### src/rtl/pdt_pkg.sv
// Shared definitions for the open-page DRAM latency timer.
// Assumes word-sized transfers of BYTES_PER_WORD bytes.
package pdt_pkg;
    localparam int unsigned BYTES_PER_WORD = 4;

    // How an accepted request is costed.
    typedef enum logic {
        ACC_RANDOM   = 1'b0,
        ACC_PAGE_HIT = 1'b1
    } acc_kind_e;
endpackage

### src/rtl/pdt_page_tracker.sv
// Holds the currently open page and classifies each accepted request.
// Assumes one accept at most per cycle and PAGE_BITS < ADDR_W.
module pdt_page_tracker
    import pdt_pkg::*;
#(
    parameter int unsigned ADDR_W    = 16,
    parameter int unsigned PAGE_BITS = 6
) (
    input  logic              clk,
    input  logic              rst_n,
    input  logic              accept,
    input  logic [ADDR_W-1:0] addr,
    output acc_kind_e         kind,
    output logic              conflict
);
    localparam int unsigned PNUM_W = ADDR_W - PAGE_BITS;

    logic [PNUM_W-1:0] open_page;
    logic              open_vld;
    logic [PNUM_W-1:0] req_page;
    logic              same_page;

    // Derive the page number and compare it with the open page.
    always_comb begin
        req_page  = addr[ADDR_W-1:PAGE_BITS];
        same_page = open_vld && (req_page == open_page);
        kind      = same_page ? ACC_PAGE_HIT : ACC_RANDOM;
        conflict  = accept && open_vld && !same_page;
    end

    // Record the page of every accepted request; reset closes it.
    always_ff @(posedge clk) begin
        if (!rst_n) begin
            open_page <= '0;
            open_vld  <= 1'b0;
        end else if (accept) begin
            open_page <= req_page;
            open_vld  <= 1'b1;
        end
    end
endmodule

### src/rtl/pdt_busy_timer.sv
// Down-counter that models the occupied time of the memory.
// Assumes both latencies are at least 1 and T_NEXT <= T_RAND.
module pdt_busy_timer
    import pdt_pkg::*;
#(
    parameter int unsigned T_RAND = 8,
    parameter int unsigned T_NEXT = 3
) (
    input  logic      clk,
    input  logic      rst_n,
    input  logic      accept,
    input  acc_kind_e kind,
    output logic      idle,
    output logic      last
);
    localparam int unsigned LAT_W = $clog2(T_RAND + 1);

    logic [LAT_W-1:0] remain;
    logic [LAT_W-1:0] load_val;

    // Pick the latency for the request being accepted.
    always_comb begin
        load_val = (kind == ACC_PAGE_HIT) ? LAT_W'(T_NEXT) : LAT_W'(T_RAND);
        idle     = (remain == '0);
        last     = (remain == LAT_W'(1));
    end

    // Load on accept, otherwise count down to zero.
    always_ff @(posedge clk) begin
        if (!rst_n) begin
            remain <= '0;
        end else if (accept) begin
            remain <= load_val;
        end else if (!idle) begin
            remain <= remain - LAT_W'(1);
        end
    end
endmodule

### src/rtl/pdt_stats.sv
// Conflict, busy-cycle and byte counters for the timing model.
// Assumes CNT_W is wide enough that wrap-around is not a concern.
module pdt_stats
    import pdt_pkg::*;
#(
    parameter int unsigned CNT_W = 32
) (
    input  logic             clk,
    input  logic             rst_n,
    input  logic             conflict,
    input  logic             busy,
    input  logic             done,
    output logic [CNT_W-1:0] conflict_cnt,
    output logic [CNT_W-1:0] busy_cycles,
    output logic [CNT_W-1:0] byte_cnt
);
    // Accumulate the three statistics independently.
    always_ff @(posedge clk) begin
        if (!rst_n) begin
            conflict_cnt <= '0;
            busy_cycles  <= '0;
            byte_cnt     <= '0;
        end else begin
            if (conflict) conflict_cnt <= conflict_cnt + CNT_W'(1);
            if (busy)     busy_cycles  <= busy_cycles + CNT_W'(1);
            if (done)     byte_cnt     <= byte_cnt + CNT_W'(BYTES_PER_WORD);
        end
    end
endmodule

### src/rtl/page_dram_timer.sv
// Timing model of a single-bank DRAM with one open page.
// Requests are word-sized, in order, one per cycle at most; reads and
// writes cost the same. Assumes PAGE_WORDS is a power of two >= 2.
module page_dram_timer
    import pdt_pkg::*;
#(
    parameter int unsigned ADDR_W     = 16,
    parameter int unsigned PAGE_WORDS = 64,
    parameter int unsigned T_RAND     = 8,
    parameter int unsigned T_NEXT     = 3,
    parameter int unsigned CNT_W      = 32
) (
    input  logic              clk,
    input  logic              rst_n,
    input  logic              req_valid,
    input  logic              req_write,
    input  logic [ADDR_W-1:0] req_addr,
    output logic              req_ready,
    output logic              acc_done,
    output logic [CNT_W-1:0]  conflict_cnt,
    output logic [CNT_W-1:0]  busy_cycles,
    output logic [CNT_W-1:0]  byte_cnt
);
    localparam int unsigned PAGE_BITS = $clog2(PAGE_WORDS);

    acc_kind_e kind;
    logic      accept;
    logic      conflict;
    logic      idle;
    logic      last;
    logic      unused_write;

    // Handshake: accept only when the memory is idle.
    always_comb begin
        accept       = req_valid && idle;
        req_ready    = idle;
        acc_done     = last;
        unused_write = req_write;
    end

    pdt_page_tracker #(
        .ADDR_W   (ADDR_W),
        .PAGE_BITS(PAGE_BITS)
    ) u_page (
        .clk     (clk),
        .rst_n   (rst_n),
        .accept  (accept),
        .addr    (req_addr),
        .kind    (kind),
        .conflict(conflict)
    );

    pdt_busy_timer #(
        .T_RAND(T_RAND),
        .T_NEXT(T_NEXT)
    ) u_timer (
        .clk   (clk),
        .rst_n (rst_n),
        .accept(accept),
        .kind  (kind),
        .idle  (idle),
        .last  (last)
    );

    pdt_stats #(
        .CNT_W(CNT_W)
    ) u_stats (
        .clk         (clk),
        .rst_n       (rst_n),
        .conflict    (conflict),
        .busy        (!idle),
        .done        (last),
        .conflict_cnt(conflict_cnt),
        .busy_cycles (busy_cycles),
        .byte_cnt    (byte_cnt)
    );
endmodule

### config.mk
export PLATFORM = sky130hd
export DESIGN_NAME = page_dram_timer
export DESIGN_NICKNAME = d
export VERILOG_FILES = /design/src/rtl/pdt_pkg.sv /design/src/rtl/pdt_page_tracker.sv /design/src/rtl/pdt_busy_timer.sv /design/src/rtl/pdt_stats.sv /design/src/rtl/page_dram_timer.sv
export SDC_FILE = /design/constraint.sdc
export NUM_CORES = 1
export LEC_CHECK = 0
export BUFFER_PORTS_ARGS = -buffer_cell sky130_fd_sc_hd__buf_2
export CORE_ASPECT_RATIO = 1.5
export CORE_MARGIN = 2
export CORE_UTILIZATION = 45
export DETAILED_ROUTE_END_ITERATION = 10
export GPL_ROUTABILITY_DRIVEN = 0
export PLACE_DENSITY = 0.78
export SKIP_CTS_REPAIR_TIMING = 1
export SLEW_MARGIN = 25
export SYNTH_ARGS = -nofsm -noshare
export SYNTH_HDL_FRONTEND = slang
export SYNTH_SLANG_ARGS = --single-unit
### constraint.sdc
create_clock -name clk -period 5.9 [get_ports clk]
set_input_delay 0.295 -clock clk [delete_from_list [all_inputs] [get_ports clk]]
set_output_delay 0.295 -clock clk [all_outputs]
set_load 0.005 [all_outputs]
=== Word level (Yosys, flattened, before mapping) ===
Index checks and enable logic that the tools add are counted.

* Muxes and demuxes: 4
* Reductions and logical operators: 6
* Eq/ne operators: 3
* Add/sub/neg operators: 4

{| class="wikitable"
|+ Operators with widths
! kind !! count
|-
| 32-bit by 1-bit adder with 32-bit output, second input constant || 2
|-
| 32-bit by 3-bit adder with 32-bit output, second input constant || 1
|-
| 4-bit 2-to-1 mux || 3
|-
| 10-bit == test || 1
|-
| 4-bit by 1-bit == test with 1-bit output, second input constant || 1
|-
| 1-bit logical AND || 4
|-
| 4-bit zero test || 1
|-
| 4-bit by 1-bit subtractor with 4-bit output, second input constant || 1
|-
| 2-bit by 1-bit inequality test with 1-bit output, second input constant || 1
|-
| 1-bit zero test || 1
|-
| 1-bit 2-to-1 mux || 1
|}

* Register bits: 111

=== Logic depth before layout (Yosys ltp) ===
Gate-level depths: netlist (run 1).

* Word-level depth: 5
* Depth in mapped cells: 9

=== Cells and area by module ===
A second synthesis (run 1) with hierarchy kept.

* Cells, all modules: 599
* Area, all modules: 5246.3 µm²

{| class="wikitable"
|+ By module, submodules not included
! module !! area an instance (µm²) !! times used !! cells each
|-
| pdt_stats || 4468.0 || 1 || 524
|-
| pdt_page_tracker || 521.8 || 1 || 49
|-
| pdt_busy_timer || 246.5 || 1 || 24
|-
| page_dram_timer || 10.0 || 1 || 2
|}

=== Worst setup path after synthesis (run 1) ===
OpenSTA, ideal clock, no wires.

* Path kind: flip-flop to flip-flop
* Start point: reg u_timer.remain[1]
* End point: reg u_stats.byte_cnt[28]
* Stages on the path, launching flop included: 10
* Data arrival time: 1.916 ns
* Slack: 3.857 ns
* Library setup time: 0.128 ns
* Buffers on the path: 2
* Required time: 5.772 ns
* Cells stage by stage: dfxtp_1 inv_1 ha_1 or3b_1 buf_6 or3_4 buf_6 nor4b_4 xnor2_1 nor2_1

* Cells in the longest elaborated chain, start to end: 1

{| class="wikitable"
|+ RTL lines
! what !! RTL line !! source
|-
| start: declaration || pdt_busy_timer.sv:18 || <nowiki>logic [LAT_W-1:0] remain;</nowiki>
|-
| start signal: assignment || pdt_busy_timer.sv:33 || <nowiki>remain <= load_val;</nowiki>
|-
| start signal: assignment || pdt_busy_timer.sv:35 || <nowiki>remain <= remain - LAT_W'(1);</nowiki>
|-
| 4-bit by 1-bit == test with 1-bit output || pdt_busy_timer.sv:25 || <nowiki>last = (remain == LAT_W'(1));</nowiki>
|-
| end signal: assignment || pdt_stats.sv:26 || <nowiki>if (done) byte_cnt <= byte_cnt + CNT_W'(BYTES_PER_WORD);</nowiki>
|-
| end: declaration || pdt_stats.sv:15 || <nowiki>output logic [CNT_W-1:0] byte_cnt</nowiki>
|}

Every way passes these cells.
A chain may end at the register's enable or synchronous reset.

=== Final worst setup path (run 1) ===
* Start point: reg u_timer.remain[0]
* End point: reg u_stats.conflict_cnt[17]

* Cells in the longest elaborated chain, start to end: 4

{| class="wikitable"
|+ RTL lines
! what !! RTL line !! source
|-
| 4-bit zero test || pdt_busy_timer.sv:24 || <nowiki>idle = (remain == '0);</nowiki>
|-
| 1-bit logical AND || page_dram_timer.sv:35 || <nowiki>accept = req_valid && idle;</nowiki>
|-
| 1-bit logical AND (2 in a row) || pdt_page_tracker.sv:28 || <nowiki>conflict = accept && open_vld && !same_page;</nowiki>
|-
| end signal: assignment || pdt_stats.sv:24 || <nowiki>if (conflict) conflict_cnt <= conflict_cnt + CNT_W'(1);</nowiki>
|-
| end: declaration || pdt_stats.sv:13 || <nowiki>output logic [CNT_W-1:0] conflict_cnt,</nowiki>
|}

Every way passes these cells.

==> impl_metrics.toml, run 1 <==
[setup_path]
startpoint = "u_timer.remain[0]"
cp_cell_sequence = "inv_1 -> ha_1 -> nand2_2 -> inv_2 -> and2_1 -> o311ai_1 -> or4_1 -> a21oi_1"
worstSetupEndpointType = "flop"
crit_type = "reg -> reg"
reg2reg_from = "u_timer.remain[0]"
crit_path_start_kind = "flop"
crit_end = "u_stats.conflict_cnt[17]"
max_stage_delay_ns = 0.64
required_ns = 6.16
crit_path_top_delay_cell = "and2_1"
worstPathMaxFanout = 21
worst_r2r_endpoint = "u_stats.conflict_cnt[17]"
reg2reg_depth = 8
r2r_setup_slack_ns = 2.99
arrival_ns = 3.17

[yosys]
synth-seq-area-share = 0.4211
synthCells = 618
synth.avg_cell_area_um2 = 8.386
synth_common_cells = "109 x dfxtp_1, 60 x nand2_1, 60 x nor2_1"
synth_top_area_share = 0.4211
ys_types = 49
yosys_most_used_dff = "dfxtp_1"
syn_area_um2 = 5182
ys_ff_latch = 109
yosysMostFrequentCell = "dfxtp_1"
synthArstFlopShare = 0
yosys-top-cells-area = "dfxtp_1 42%, a21oi_1 5.2%, xnor2_1 5.1%, xor2_1 5.1%, nand2_1 4.3%"
synth_area_leader_cell = "dfxtp_1"
synth_warnings = 0
synth_edf_count = 0

[drt]
wire_per_inst_um = 14.68
via_per_inst = 5.719
drtIter0Drc = 233
wirelength_um = 12790
drc_errors = 0
vias = 4981
ant_nets = 0
dr.pass1.iters = 5

[clock_tree]
cts_num_sinks = 109
worstSkewPairLatency_ns = 0.35
cts-root-buf = "clkbuf_16"
cts.reportedPaths.clkPinSlew_ns = 0.07
clockBufferDepth = 2
cts_tree = "built"
htreeDepth = 3
numCtsBuffers = 9

[timing]
slew_headroom = 0.3267
fmax_ghz = 0.3435
worst_pin_slew_ns = 0.9943
finalHoldViolCount = 0
post-route-min-period_ns = 2.911
slew_viol_final = 0
clock_skew_ns = 0.01349
final.setup.tns_ns = 0
fin_crit_sh = 0.4934
fin_ws_ns = 2.989
setup_violations = 0
rsz0062_at_grt = "false"

[global_route]
grt_pass1_vias = 4635
grt_pass1_wl_um = 21060
antenna_found_initial = 0
gr-usage-all-layers = 0.2027
grt_start_max_net_pins = 92
grt_overflow = 0

[final_layout]
final_nets = 741
final_area_um2 = 6121
diodes = 0
drive_gt1_frac = 0.1997
finalNonFillerCells = 871
areaGrowthSynthToFinish_pct = 18.11

[pwr]
irDropWorstVdd_uv = 224.4
p_per_area_nw_per_um2 = 277.8
p_seq_frac = 0.482
p_comb_frac = 0.167
p_int_mw = 1.180
p_switching_mw = 0.5207
p_clk_frac = 0.351
leakagePower_nw = 2.336
swShare = 0.3062

[floorplan]
rows = 48
dieWidth_um = 91.62
initial_core_util = 0.4566
io_pins = 118
die_h_um = 135.4
dieArea_um2 = 12410
coreArea_um2 = 11350

[placement]
placed_area_um2 = 5824
io_buffers = 108
dp_slack_ns = 3.055
placed_cells = 855
dpl.hpwl_um = 9073

[hold_path]
hold_path.class = "in -> reg"

[outcome]
outcome = "complete, no violations"

[job]
maxCapViolations = 0
==> worst max-delay path: cells and delay by family, from the launching register on <==
kind / cells / cell delay [ns]
DFF: 1 / 0.33
AOI/OAI and AO/OA: 2 / 0.64
adders and majority gates: 1 / 0.25
and+or+nand+nor: 3 / 1.30
buffers and inverters: 2 / 0.30
==> metal layers <==
| layer | vias up | global-route usage | wire length [um] |
|---|---|---|---|
| li1 | 2415 | - | - |
| met1 | 2397 | 0.2335 | 5140 |
| met2 | 151 | 0.3668 | 6829 |
| met3 | 18 | 0.03895 | 580 |
| met4 | 0 | 0.07912 | 236 |
| met5 | - | 0 | 0 |
==> how the worst min path moves through the flow <==
stage	startpoint	to	slack, ns	cells after the start
after floorplan	rst_n	u_stats.conflict_cnt[22]	0.41	1
after global placement	u_page.open_page[5]	u_page.open_page[5]	0.45	2
after detailed placement	u_page.open_page[5]	u_page.open_page[5]	0.46	2
after CTS	req_addr[11]	u_page.open_page[5]	0.19	3
after global routing	req_addr[11]	u_page.open_page[5]	0.19	3
final	req_addr[11]	u_page.open_page[5]	0.20	3
==> sequential cells by signal, indices dropped and copies added (netlist names) <==
name                  cells
u_page.open_page         10
u_page.open_vld           1
u_stats.busy_cycles      32
u_stats.byte_cnt         30
u_stats.conflict_cnt     32
u_timer.remain            4
==> logic make-up (layout without fill, tap and decap cells) <==
logic type / after synthesis / after routing / share of synthesized area
AO/OA/AOI/OAI: 107 / 107 / 0.1185
flip-flops: 109 / 109 / 0.4211
buffers and inverters: 41 / 143 / 0.03428
XOR/XNOR: 60 / 60 / 0.1014
multiplexers: 1 / 1 / 0.002173
AND/OR/NAND/NOR: 294 / 294 / 0.3098
other: 1 / 2 / 0.0007236
adder cells (fa/ha/maj): 5 / 5 / 0.01207
==> area by class of cell <==
type | count | area (um^2)
inverters | 16 | 60.06
fillers | 1055 | 5230
flip-flops and latches | 109 | 2182
multi-input cells | 469 | 2831
repair buffers | 111 | 563.0
clock inverters | 6 | 57.56
well taps | 150 | 187.7
clock buffers | 10 | 239.0
==> through the flow <==
step | hold WS, ns | utilization | power [mW]
4_1_cts | 0.1859 | 0.5392 | 1.718
5_1_grt | 0.1911 | 0.5392 | 1.785
3_5_place_dp | 0.4617 | 0.5131 | 1.118
2_1_floorplan | 0.4128 | - | 1.040
3_3_place_gp | 0.4544 | 0.5131 | 1.100
6_report | 0.2004 | 0.5392 | 1.701
==> placed cells by master, fill, tap and decap left out, types with 27 or more instances in the layout <==
cell     count
dfxtp_1    109
nand3_1     35
or3_1       28
buf_2      108
nand2_1     60
a21oi_1     54
xor2_1      30
o21ai_0     27
xnor2_1     30
nor2_1      60
nand4_1     35
==> power by group through the flow <==
stage	sequential, mW	clock, mW	combinational (mW)
CTS	0.819	0.614	0.285
detailed placement	0.836	0	0.282
global route	0.826	0.638	0.321
floorplan	0.822	0	0.217
global placement	0.832	0	0.268
finish	0.820	0.596	0.285
Power figures use the tool's default switching activity.
==> inputs of run 2 (changes only) <==
Settings changed: PLACE_DENSITY 0.78 to 0.81.
Clock period 5.9 ns to 2.55 ns, I/O delays scaled along.
==> impl_metrics.toml, run 2 (same netlist as run 1, synthesis figures left out) <==
[drt]
dr.pass1.iters = 4
via_per_inst = 5.528
wirelength_um = 12120
ant_nets = 0
drtIter0Drc = 233
wire_per_inst_um = 13.71
vias = 4887
drc_errors = 0

[hold_path]
hold_path.class = "in -> reg"

[placement]
io_buffers = 108
dpl.hpwl_um = 8689

[setup_path]
arrival_ns = 2.47
worstPathMaxFanout = 10
worstSetupEndpointType = "flop"
crit_path_start_kind = "flop"
required_ns = 2.83
max_stage_delay_ns = 0.44
crit_path_top_delay_cell = "or4_1"
crit_type = "reg -> reg"
cp_cell_sequence = "inv_1 -> ha_1 -> nand2_2 -> inv_2 -> and2_1 -> buf_4 -> nand2_1 -> or4_1 -> a21oi_1"
r2r_setup_slack_ns = 0.36

[global_route]
grt_overflow = 0
grt_pass1_wl_um = 20240
grt_start_max_net_pins = 57
grt_pass1_vias = 4473
antenna_found_initial = 0
gr-usage-all-layers = 0.1961

[final_layout]
fillers = 1049
final_nets = 755
diodes = 0
reg_top3 = "u_stats.busy_cycles: 32 flops, u_stats.conflict_cnt: 32 flops, u_stats.byte_cnt: 30 flops"
mostFrequentLayoutCell = "dfxtp_1"
areaGrowthSynthToFinish_pct = 20.40
drive_gt1_frac = 0.2139
final_cell_mix = "109 x dfxtp_1, 108 x buf_2, 60 x nor2_1, 60 x nand2_1, 54 x a21oi_1"

[clock_tree]
cts-root-buf = "clkbuf_16"
worstSkewPairLatency_ns = 0.35
cts.reportedPaths.clkPinSlew_ns = 0.07
cts_tree = "built"
clockBufferDepth = 2
numCtsBuffers = 9
cts_num_sinks = 109
htreeDepth = 3

[floorplan]
dieWidth_um = 91.62
rows = 48
initial_core_util = 0.4566
io_pins = 118
die_h_um = 135.4
dieArea_um2 = 12410
coreArea_um2 = 11350

[pwr]
leakagePower_nw = 2.422
swShare = 0.2936
p_per_area_nw_per_um2 = 640.6
p_switching_mw = 1.174
p_comb_frac = 0.173
p_int_mw = 2.824
p_total_mw = 3.997
irDropWorstVdd_uv = 487.0
p_seq_frac = 0.471
p_clk_frac = 0.357

[timing]
worst_pin_slew_ns = 0.8191
slew_viol_final = 0
rsz0062_at_grt = "false"
final.setup.tns_ns = 0
fmax_ghz = 0.4569
fin_crit_sh = 0.8582
finalHoldViolCount = 0
slew_headroom = 0.4453
post-route-min-period_ns = 2.188
clock_skew_ns = 0.01086
setup_violations = 0

[job]
maxCapViolations = 0

[outcome]
outcome = "complete, no violations"
## run 2: changes by cell type in the layout (fill, tap and decap cells not counted)
cell,change
buf_12,+1
o311ai_1,-1
buf_4,+13
clkinv_8,-1
inv_6,-1
clkinv_2,+1
clkbuf_8,-1
o311ai_0,+1
inv_8,+1
clkinvlp_4,-2
clkinv_4,+1
bufinv_16,+1
## run 2: metal layers
layer / global-route usage / part of all wire / up-vias
li1: - / - / 2452
met4: 0.09175 / 0.022 / 0
met5: 0 / 0 / -
met2: 0.3533 / 0.52 / 97
met1: 0.2288 / 0.42 / 2319
met3: 0.02504 / 0.036 / 19
## run 2: stage by stage
stage	util	cells	hold WS, ns	worst slack (ns)	area, um^2
detailed placement	0.5235	869	0.3965	0.3676	5942
finish	0.5497	884	0.03068	0.3615	6240
floorplan	-	619	0.2453	0.5066	5186
global route	0.5497	884	0.05161	0.09464	6240
global placement	0.5235	869	0.3887	0.3773	5942
CTS	0.5497	884	0.02252	0.3346	6240
## run 2: final timing paths
path,depth (start not counted),endpoint,startpoint
hold / removal,3,u_page.open_page[9],req_addr[15]
hold reg to reg,2,u_page.open_page[1],u_page.open_page[1]
setup / recovery,9,u_stats.conflict_cnt[2],u_timer.remain[0]
setup reg to reg,9,u_stats.conflict_cnt[2],u_timer.remain[0]
## run 2: cell type report
class | count | area [um^2] | share of cell area
multi-input combinational | 469 | 2831 | 0.4538
sequential | 109 | 2182 | 0.3497
timing repair buffer | 125 | 680.7 | 0.1091
clock buffer | 9 | 225.2 | 0.03609
tap | 150 | 187.7 | 0.03008
clock inverter | 6 | 72.57 | 0.01163
inverter | 16 | 60.06 | 0.009625
## run 2: power groups by stage
stage / sequential, mW / clock [mW] / combinational [mW]
CTS: 1.88 / 1.45 / 0.699
detailed placement: 1.92 / 0 / 0.695
global route: 1.90 / 1.51 / 0.798
global placement: 1.92 / 0 / 0.684
finish: 1.88 / 1.43 / 0.690
floorplan: 1.90 / 0 / 0.503
## run 2: critical path: cells and delay by family, from the launching register on
kind / cells / cell delay (ns)
adder cells (fa/ha/maj): 1 / 0.24
buffers and inverters: 3 / 0.45
AO/OA/AOI/OAI: 1 / 0.14
flip-flops: 1 / 0.32
AND/OR/NAND/NOR: 4 / 0.97
==> inputs of run 3 (changes only) <==
Settings changed: PLACE_DENSITY 0.81 to 0.78.
Clock period 2.55 ns to 2.3 ns, I/O delays scaled along.
==> impl_metrics.toml, run 3 (same netlist as run 1, synthesis figures left out) <==
[timing]
post-route-min-period_ns = 2.178
slew_headroom = 0.3992
fmax_ghz = 0.4592
finalHoldViolCount = 0
timing.hold.ws_ns = 0.01726
fin_crit_sh = 0.9469
fin_ws_ns = 0.1221
worst_pin_slew_ns = 0.8871
slew_viol_final = 0
clock_skew_ns = 0.007455
setup_violations = 0

[hold_path]
hold_path.class = "in -> reg"

[placement]
dp_slack_ns = 0.1210
io_buffers = 108
dpl.hpwl_um = 9571
placed_cells = 881

[pwr]
p_per_area_nw_per_um2 = 700.5
p_switching_mw = 1.365
p_comb_frac = 0.191
irDropWorstVdd_uv = 492.4
p_int_mw = 3.078
p_seq_frac = 0.468
p_total_mw = 4.442
swShare = 0.3072
leakagePower_nw = 2.462
p_clk_frac = 0.341

[setup_path]
crit_type = "reg -> reg"
required_ns = 2.58
worstSetupEndpointType = "flop"
cp_cell_sequence = "inv_1 -> ha_2 -> nand2_2 -> inv_2 -> and2_1 -> buf_4 -> nand3_1 -> or4_1 -> a21oi_1"
max_stage_delay_ns = 0.50
crit_path_top_delay_cell = "or4_1"
arrival_ns = 2.46
crit_path_start_kind = "flop"
worstPathMaxFanout = 8

[final_layout]
areaGrowthSynthToFinish_pct = 22.36
fin_util = 0.5586
mostFrequentLayoutCell = "dfxtp_1"
final_nets = 767
diodes = 0
drive_gt1_frac = 0.2356
finalNonFillerCells = 897
reg_top3 = "u_stats.busy_cycles: 32 flops, u_stats.conflict_cnt: 32 flops, u_stats.byte_cnt: 30 flops"
final_cell_mix = "109 x dfxtp_1, 108 x buf_2, 60 x nor2_1, 59 x nand2_1, 54 x a21oi_1"
fillers = 1033

[global_route]
grt_overflow = 0
gr-usage-all-layers = 0.2063
grt_pass1_vias = 4775
met1_usage = 0.2256
use_met2 = 0.3758
antenna_found_initial = 0
grt_util_met3 = 0.03450
grt_start_max_net_pins = 61
grt_pass1_wl_um = 21210
top_usage_layer = "met2"

[drt]
wire_per_inst_um = 14.75
vias = 5048
ant_nets = 0
drc_errors = 0
dr.pass1.iters = 4
via_per_inst = 5.628
drtIter0Drc = 187
wirelength_um = 13230

[floorplan]
coreArea_um2 = 11350
dieArea_um2 = 12410
initial_core_util = 0.4566
io_pins = 118
rows = 48
dieWidth_um = 91.62
die_h_um = 135.4

[clock_tree]
cts_num_sinks = 109
clockBufferDepth = 2
numCtsBuffers = 9
cts.reportedPaths.clkPinSlew_ns = 0.07
cts-root-buf = "clkbuf_16"
cts_tree = "built"
worstSkewPairLatency_ns = 0.35
htreeDepth = 3

[job]
maxCapViolations = 0

[outcome]
outcome = "complete, no violations"
## run 3: power groups by stage
stage               Sequential [mW]  Clock, mW  Combinational, mW
CTS                            2.08       1.55              0.830
floorplan                      2.11          0              0.558
detailed placement             2.13          0              0.823
global placement               2.12          0              0.796
global route                   2.10       1.60              0.949
finish                         2.08       1.51              0.847
## run 3: area by class of cell
cell class              instances  area, um^2  area share
multi-input cells             469        2869      0.4524
inverters                      16       60.06    0.009471
repair buffers                137       758.2      0.1196
clock buffers                  10       229.0     0.03611
well taps                     150       187.7     0.02960
clock inverters                 6       55.05    0.008682
flip-flops and latches        109        2182      0.3441
## run 3: worst max-delay path: cells and delay by family (launching register included)
kind / cells / cell delay, ns
compound gates: 1 / 0.18
fa+ha+maj: 1 / 0.24
buf+inv: 3 / 0.39
flops: 1 / 0.32
simple gates: 4 / 0.99
## run 3: path summary, 6_finish.rpt
path                                     startpoint                        to  slack, ns  cells after the start
worst min register to register  u_page.open_page[4]       u_page.open_page[4]       0.47                      2
worst min-delay path                   req_addr[11]       u_page.open_page[5]       0.02                      3
worst max register to register    u_timer.remain[0]  u_stats.conflict_cnt[10]       0.12                      9
worst max-delay path              u_timer.remain[0]  u_stats.conflict_cnt[10]       0.12                      9
## run 3: layer usage
| metal | wire length, um | part of all wire |
|---|---|---|
| met1 | 5306 | 0.40 |
| met2 | 7022 | 0.53 |
| met3 | 518 | 0.039 |
| met4 | 383 | 0.029 |
| met5 | 0 | 0 |
## run 3: metrics by stage
step | setup TNS, ns | instance area (um^2)
6_report | 0 | 6341
4_1_cts | 0 | 6304
3_3_place_gp | 0 | 6020
5_1_grt | -0.009011 | 6341
3_5_place_dp | 0 | 6020
2_1_floorplan | 0 | 5186
